===== src/rtl/mul_pkg.sv =====
package mul_pkg;
  typedef enum logic {ST_IDLE = 1'b0, ST_LOOP = 1'b1} mul_state_e;
endpackage


===== src/rtl/mul_ctrl.sv =====
module mul_ctrl #(
  parameter int unsigned STEPS = 12
) (
  input  logic clk_i,
  input  logic rst_ni,
  input  logic go_i,
  output logic ready_o,
  output logic load_o,
  output logic step_o,
  output logic last_o,
  output logic done_o
);
  import mul_pkg::*;
  localparam int unsigned CW = (STEPS > 1) ? $clog2(STEPS) : 1;
  localparam logic [CW-1:0] LAST_CNT = CW'(STEPS - 1);

  mul_state_e    state_q;
  logic [CW-1:0] cnt_q;

  assign ready_o = (state_q == ST_IDLE);
  assign load_o  = ready_o && go_i;
  assign step_o  = (state_q == ST_LOOP);
  assign last_o  = step_o && (cnt_q == LAST_CNT);

  always_ff @(posedge clk_i or negedge rst_ni) begin
    if (!rst_ni) begin
      state_q <= ST_IDLE;
      cnt_q   <= '0;
      done_o  <= 1'b0;
    end else begin
      done_o <= last_o;
      if (load_o) begin
        state_q <= ST_LOOP;
        cnt_q   <= '0;
      end else if (last_o) begin
        state_q <= ST_IDLE;
      end else if (step_o) begin
        cnt_q <= cnt_q + 1'b1;
      end
    end
  end

  // the last step always produces done on the next cycle, and done lasts one cycle
  a_r5_done_after_last: assert property (@(posedge clk_i) disable iff (!rst_ni)
    last_o |=> done_o);
  a_r5_done_pulse: assert property (@(posedge clk_i) disable iff (!rst_ni)
    done_o |=> !done_o);
  // done is only ever seen while idle
  a_r3_done_idle: assert property (@(posedge clk_i) disable iff (!rst_ni)
    done_o |-> ready_o);
  // a busy machine keeps counting regardless of go
  a_r6_busy_counts: assert property (@(posedge clk_i) disable iff (!rst_ni)
    (step_o && !last_o) |=> (step_o && cnt_q == $past(cnt_q) + 1'b1));
endmodule


===== src/rtl/mul_datapath.sv =====
module mul_datapath #(
  parameter int unsigned W = 12
) (
  input  logic           clk_i,
  input  logic           rst_ni,
  input  logic           load_i,
  input  logic           step_i,
  input  logic           last_i,
  input  logic [W-1:0]   a_i,
  input  logic [W-1:0]   b_i,
  output logic [2*W-1:0] prod_o
);
  logic [W-1:0] mcand_q, acc_q, mplr_q;
  logic [W:0]   sum;
  logic [W-1:0] acc_nxt, mplr_nxt;

  // conditional add, then shift {carry, sum, multiplier} right by one
  always_comb begin
    sum      = {1'b0, acc_q} + (mplr_q[0] ? {1'b0, mcand_q} : '0);
    acc_nxt  = sum[W:1];
    mplr_nxt = {sum[0], mplr_q[W-1:1]};
  end

  always_ff @(posedge clk_i or negedge rst_ni) begin
    if (!rst_ni) begin
      mcand_q <= '0;
      acc_q   <= '0;
      mplr_q  <= '0;
      prod_o  <= '0;
    end else begin
      if (load_i) begin
        mcand_q <= a_i;
        mplr_q  <= b_i;
        acc_q   <= '0;
      end else if (step_i) begin
        acc_q  <= acc_nxt;
        mplr_q <= mplr_nxt;
      end
      if (last_i) prod_o <= {acc_nxt, mplr_nxt};
    end
  end

  // the result register moves only on the final step
  a_r7_prod_hold: assert property (@(posedge clk_i) disable iff (!rst_ni)
    !last_i |=> $stable(prod_o));
endmodule


===== src/rtl/seq_mult.sv =====
module seq_mult #(
  parameter int unsigned W = 12
) (
  input  logic           clk_i,
  input  logic           rst_ni,
  input  logic           go_i,
  input  logic [W-1:0]   a_i,
  input  logic [W-1:0]   b_i,
  output logic           ready_o,
  output logic           done_o,
  output logic [2*W-1:0] product_o
);
  logic load, step, last;

  mul_ctrl #(.STEPS(W)) u_ctrl (
    .clk_i, .rst_ni, .go_i,
    .ready_o, .load_o(load), .step_o(step), .last_o(last), .done_o
  );

  mul_datapath #(.W(W)) u_dp (
    .clk_i, .rst_ni,
    .load_i(load), .step_i(step), .last_i(last),
    .a_i, .b_i, .prod_o(product_o)
  );

  // ready drops right after an accepted request
  a_r3_ready_drops: assert property (@(posedge clk_i) disable iff (!rst_ni)
    (ready_o && go_i) |=> !ready_o);
endmodule


===== config.mk =====
export PLATFORM = sky130hd
export DESIGN_NAME = seq_mult
export DESIGN_NICKNAME = d
export VERILOG_FILES = /design/src/rtl/mul_pkg.sv /design/src/rtl/mul_ctrl.sv /design/src/rtl/mul_datapath.sv /design/src/rtl/seq_mult.sv
export SDC_FILE = /design/constraint.sdc
export NUM_CORES = 1
export LEC_CHECK = 0
export BUFFER_PORTS_ARGS = -buffer_cell sky130_fd_sc_hd__buf_2
export CAP_MARGIN = 25
export CELL_PAD_IN_SITES_DETAIL_PLACEMENT = 1
export CELL_PAD_IN_SITES_GLOBAL_PLACEMENT = 2
export CORE_MARGIN = 1
export CORE_UTILIZATION = 39
export CTS_CLUSTER_DIAMETER = 50
export DETAILED_ROUTE_END_ITERATION = 10
export GPL_TIMING_DRIVEN = 0
export PLACE_DENSITY = 0.88
export SLEW_MARGIN = 20
export SYNTH_ARGS = -nofsm -noshare
export SYNTH_HDL_FRONTEND = slang
export SYNTH_SLANG_ARGS = --single-unit

===== constraint.sdc =====
create_clock -name clk_i -period 6.2 [get_ports clk_i]
set_input_delay 0.93 -clock clk_i [delete_from_list [all_inputs] [get_ports clk_i]]
set_output_delay 0.93 -clock clk_i [all_outputs]
set_load 0.02 [all_outputs]

==> results of run 1 <==
cells in the mapped netlist (6+ instances only):
cell type / n
xor2_1: 8
mux2i_1: 13
dfrtp_1: 66
nor2_1: 7
o21ai_0: 25
ha_1: 13
and2_1: 12
mux2_2: 15
nand2_1: 71
clkbuf_1: 8
a22o_1: 7
a21oi_1: 6
metrics by stage:
stage	instance area, um^2	total power [uW]	std cells
finish	3740	2030	467
global route	3740	2200	467
CTS	3740	2060	467
detailed placement	3580	1730	452
global placement	3560	1690	451
floorplan	3180	1450	298
worst paths after layout:
kind	startpoint	endpoint	slack (ns)	cells after the start
max in group asynchronous	rst_ni	u_dp.acc_q[9]	5.13	2
worst min register to register	u_dp.prod_o[12]	u_dp.prod_o[12]	0.47	2
worst max-delay path	u_dp.mplr_q[0]	u_dp.prod_o[22]	3.69	9
worst max register to register	u_dp.mplr_q[0]	u_dp.prod_o[22]	3.69	9
worst min-delay path	u_dp.prod_o[12]	u_dp.prod_o[12]	0.47	2
min in group asynchronous	rst_ni	u_ctrl.cnt_q[0]	0.53	1
routing by layer:
| metal | up-vias | part of all wire [%] | wire [um] | track usage (%) |
|---|---|---|---|---|
| met3 | 9 | 3.3 | 242 | 3.40 |
| met1 | 1143 | 45 | 3280 | 23.9 |
| met2 | 43 | 50 | 3590 | 32.7 |
| met4 | 0 | 1.7 | 121 | 7.42 |
| met5 | - | 0 | 0 | 0 |
| li1 | 1138 | - | - | - |
worst max-delay path, cell delays in order, from the launching register on:
cell and delay (ns):
dfrtp_1 0.41, clkbuf_1 0.32, and2_1 0.19, ha_1 0.29, a21oi_1 0.28, nor2_1 0.08
a211oi_1 0.26, o31ai_2 0.12, xor2_1 0.17, mux2_4 0.27
cell type report:
cell class | count | area [um^2] | share of cell area [%]
Inverter | 5 | 18.8 | 0.502
Timing Repair Buffer | 52 | 278 | 7.42
Multi-Input combinational cell | 214 | 1450 | 38.8
Clock inverter | 5 | 32.5 | 0.869
Sequential cell | 66 | 1650 | 44.1
Tap cell | 102 | 128 | 3.41
Clock buffer | 10 | 128 | 3.41
Buffer | 13 | 55.1 | 1.47
power by group:
group          leakage (uW)  internal, uW  switching [uW]  total, uW
registers          0.000812           641             123        763
clock network     0.0000742           141             170        311
logic               0.00101           399             553        952
kinds of logic after synthesis:
group,share of synthesized area [%]
compound gates,11.9
xor+xnor,3.58
fa+ha+maj,5.75
buf+inv,2.32
flops,52.0
mux,10.4
simple gates,14.1
sequential cells by signal, summed over array words and instances, names as in the netlist:
register	flops
u_dp.prod_o	24
u_ctrl.step_o	1
u_ctrl.done_o	1
u_dp.acc_q	12
u_dp.mplr_q	12
u_dp.mcand_q	12
u_ctrl.cnt_q	4
==> results.toml, run 1 <==
[yosys]
async_reset_ff_share_pct = 100
netlist_area_um2 = 3180
yosysTopAreaCell = "dfrtp_1"
synthCells = 298
synthFlopType = "dfrtp_1"
syn_nets = 339
yosysSeqAreaShare_pct = 52.0
syn_avg_cell_area_um2 = 10.7
yosys_warnings = 0
synth_top_area_share_pct = 52.0
yosysUniqueCellTypes = 38
synth_area_leaders = "dfrtp_1 (52%), nand2_1 (8.4%), mux2_2 (5.3%), ha_1 (5.1%), mux2i_1 (4.1%)"
synth_edf_count = 0
synth-seq-cells = 66

[sta]
fin_crit_sh_pct = 40.5
finalSetupViolCount = 0
setup_tns_ns = 0
holdWs_ns = 0.474
drv_slew = 0
fin_ws_ns = 3.69
worstMarginPinSlew_ns = 0.591
hold_viol = 0
slew_headroom_pct = 60.5
fin_crit_ns = 2.51
rsz0062_at_grt = "no"
timing.fmax_ghz = 0.399
fin_skew_ns = 0.00905

[clock_network]
clock-root-buffer = "clkbuf_8"
hold_buffers = 0
cts.clk_slew.worst_paths_ns = 0.08
clkSinkCount = 66
cts_setup_buffers = 0
clock_path_buffers = 2
clock_latency_ns = 0.34
post_cts_resized = 0
numCtsBuffers = 9
cts-htree-levels = 3
cts_tree = "done"

[cells_and_area]
post-route-util_pct = 47.9
final_cell_mix = "nand2_1 (71), dfrtp_1 (66), buf_2 (55), o21ai_0 (25), mux2_2 (15)"
fillers = 912
final_common_cell = "nand2_1"
drive_above_1_share_pct = 26.6
area_growth_pct = 17.8
diodes = 0
nNetsFinal = 402

[global_routing]
overflow = 0
antenna_found_initial = 0
grt_max_degree = 36
grt_pass1_wl_mm = 12.6
grt_pass1_vias = 2576
grt_usage_pct = 19.1

[detailed_routing]
ant_nets = 0
viasPerCell = 5.00
remaining_drc_errors = 0
routed_wl_mm = 7.24
dr.pass1.iters = 4
dr_total_vias = 2333
drt_iter0_drc = 131
wire_per_inst_um = 15.5

[die]
die_w_um = 92.3
num_rows = 32
die-height_um = 92.3
coreArea_um2 = 7810
die_area_um2 = 8510
start_util_pct = 40.7
ios = 53

[critical_path]
crit_arrival_ns = 2.73
worstPathRequired_ns = 6.42
path_max_fanout = 10
criticalPathCategory = "flip-flop to flip-flop"
cp-end-kind = "flip-flop"
cp-start-kind = "flip-flop"

[placed_design]
hpwl_mm = 5.33
portBuffers = 51
pre_cts_ws_ns = 3.68
place.gp.congestion = 0.799

[pwr]
ir_drop_mv = 0.203
p_leak_uw = 0.00190
p_per_area_nw_per_um2 = 542

[job]
maxCapViolations = 0

[outcome]
outcome = "finished clean"

[hold_path]
hold_path_class = "flip-flop to flip-flop"
No activity file was read; power rests on OpenSTA's default activity.
==> inputs of run 2 (changes only) <==
CORE_UTILIZATION = 32   (was 39)
PLACE_DENSITY = 0.78   (was 0.88)
clock period = 2.1 ns   (was 6.2 ns; I/O delays follow)
==> results.toml, run 2 (synthesis results as in run 1) <==
[sta]
fin_crit_sh_pct = 106
finalSetupViolCount = 8
worstMarginPinSlew_ns = 0.573
fin_crit_ns = 2.22
hold_viol = 0
fin_ws_ns = -0.117
fin_skew_ns = 0.0104
slew_headroom_pct = 61.7
drv_slew = 0
timing.fmax_ghz = 0.451
holdWs_ns = 0.191
rsz0062_at_grt = "yes"

[detailed_routing]
drt_iter0_drc = 99
wire_per_inst_um = 15.2
ant_nets = 0
dr.pass1.iters = 5
remaining_drc_errors = 0
dr_total_vias = 2345
viasPerCell = 4.66
routed_wl_mm = 7.64

[clock_network]
cts.clk_slew.worst_paths_ns = 0.08
clkSinkCount = 66
cts_tree = "done"
clock_latency_ns = 0.35
numCtsBuffers = 9
cts-htree-levels = 3
clock-root-buffer = "clkbuf_8"
clock_path_buffers = 2

[die]
die_w_um = 102
coreArea_um2 = 9420
num_rows = 35
die-height_um = 102
die_area_um2 = 10300
start_util_pct = 33.7
ios = 53

[hold_path]
hold_path_class = "input pin to flip-flop"

[critical_path]
cp-start-kind = "flip-flop"
crit_arrival_ns = 2.46
crit_chain = "and2_4 -> ha_4 -> fa_2 -> a21oi_2 -> nand4b_4 -> nand3_1 -> a21oi_2 -> xnor2_1 -> mux2_4"
ff2ff_setup_slack_ns = -0.12
crit_path_start = "u_dp.mplr_q[0]"
path_max_fanout = 4
crit_top_cell = "a21oi_2"
r2r-start = "u_dp.mplr_q[0]"
rr_worst_depth = 9
worstPathRequired_ns = 2.34
critical-path-max-stage-delay_ns = 0.45
cp_slowest_cell = "dfrtp_2"
criticalPathCategory = "flip-flop to flip-flop"
critical_path.endpoint = "u_dp.prod_o[21]"
cp-end-kind = "flip-flop"
timing.rr.end = "u_dp.prod_o[21]"

[placed_design]
hpwl_mm = 5.34
place.gp.congestion = 0.837
portBuffers = 51
dpl.cell_count = 479
post_dp_cell_area_um2 = 3630
pre_cts_ws_ns = -0.379

[cells_and_area]
final_common_cell = "nand2_1"
final_cell_area_um2 = 4070
area_growth_pct = 28.0
top_register = "u_dp.prod_o"
nNetsFinal = 410
largest_reg_flops = 24
fillers = 1079
final_cell_count_no_fill = 503
final_cell_mix = "nand2_1 (71), dfrtp_1 (65), buf_2 (55), o21ai_0 (21), mux2_2 (14)"
drive_above_1_share_pct = 34.5
diodes = 0

[outcome]
outcome = "finished with violations"
violations = "setup timing"

[global_routing]
antenna_found_initial = 0
grt_pass1_wl_mm = 12.8
grt_usage_pct = 16.4
grt_max_degree = 35
overflow = 0
grt_pass1_vias = 2495

[job]
maxCapViolations = 0

[pwr]
p_int_uw = 3940
p_leak_uw = 0.00198
power_frac_clock_pct = 16.6
sequentialPowerShare_pct = 34.6
ir_drop_mv = 0.510
p_sw_uw = 2710
p_per_area_nw_per_um2 = 1640
p_sw_share_pct = 40.8
pwr-share-comb_pct = 48.8
## run 2: cell types whose count changed in the layout (fill, tap and decap cells not counted), sizes merged, moves of 2 or more
cell      change
buf           +8
clkbuf        -2
clkinvlp      -2
inv           +2
## run 2: critical path: cells and delay by family (launching register included)
| family | cells | cell delay (ns) |
|---|---|---|
| AO/OA/AOI/OAI | 2 | 0.34 |
| XOR/XNOR | 1 | 0.10 |
| adder cells (fa/ha/maj) | 2 | 0.52 |
| flip-flops | 1 | 0.45 |
| multiplexers | 1 | 0.27 |
| AND/OR/NAND/NOR | 3 | 0.43 |
## run 2: worst min-delay path by stage
stage                         startpoint              end  slack [ns]  cells past startpoint
after floorplan                   rst_ni  u_ctrl.cnt_q[0]        0.02                      0
after global placement    u_dp.prod_o[9]   u_dp.prod_o[9]        0.45                      2
after detailed placement          rst_ni  u_dp.prod_o[10]        0.29                      1
after CTS                         a_i[4]  u_dp.mcand_q[4]        0.18                      2
after global routing              a_i[3]  u_dp.mcand_q[3]        0.19                      2
final                             a_i[4]  u_dp.mcand_q[4]        0.19                      2
## run 2: power groups by stage
| stage | sequential [uW] | clock [uW] | combinational, uW |
|---|---|---|---|
| 5_1_grt | 2390 | 1200 | 3610 |
| 4_1_cts | 2300 | 1140 | 3110 |
| 3_5_place_dp | 2290 | 0 | 2830 |
| 3_3_place_gp | 2270 | 0 | 2760 |
| 2_1_floorplan | 2460 | 0 | 1850 |
| 6_report | 2300 | 1100 | 3250 |
## run 2: through the flow
step | power [uW] | TNS, ns | utilization (%)
6_report | 6650 | -0.444 | 43.2
5_1_grt | 7200 | -1.54 | 43.2
4_1_cts | 6550 | -0.778 | 42.2
3_5_place_dp | 5120 | -3.57 | 38.5
3_3_place_gp | 5020 | -3.12 | 38.3
2_1_floorplan | 4310 | 0 | -
## run 2: area by class of cell
type	instances	area (um^2)	area share [%]
clock inverter	7	77.6	1.91
multi-input combinational	214	1620	40.0
sequential	66	1650	40.7
tap	129	161	3.97
inverter	5	18.8	0.462
buffer	13	66.3	1.63
clock buffer	9	124	3.05
timing repair buffer	60	340	8.37
## run 2: layer usage
| metal | share of wire [%] | up-vias | track usage, % |
|---|---|---|---|
| met5 | 0 | - | 0 |
| met1 | 47 | 1127 | 21.8 |
| met2 | 47 | 51 | 26.4 |
| li1 | - | 1156 | - |
| met3 | 4.1 | 11 | 3.73 |
| met4 | 1.3 | 0 | 5.02 |
## run 2: what timing repair did
item / 4_1_cts / 5_1_grt
resized for setup: 23 / 13
endpoints found under the setup margin: 17 / 25
pin swaps: 14 / 11
cloned: 0 / 0
hold buffers: 1 / 0
hold endpoints to repair: 32 / 0
buffers inserted: 3 / 4
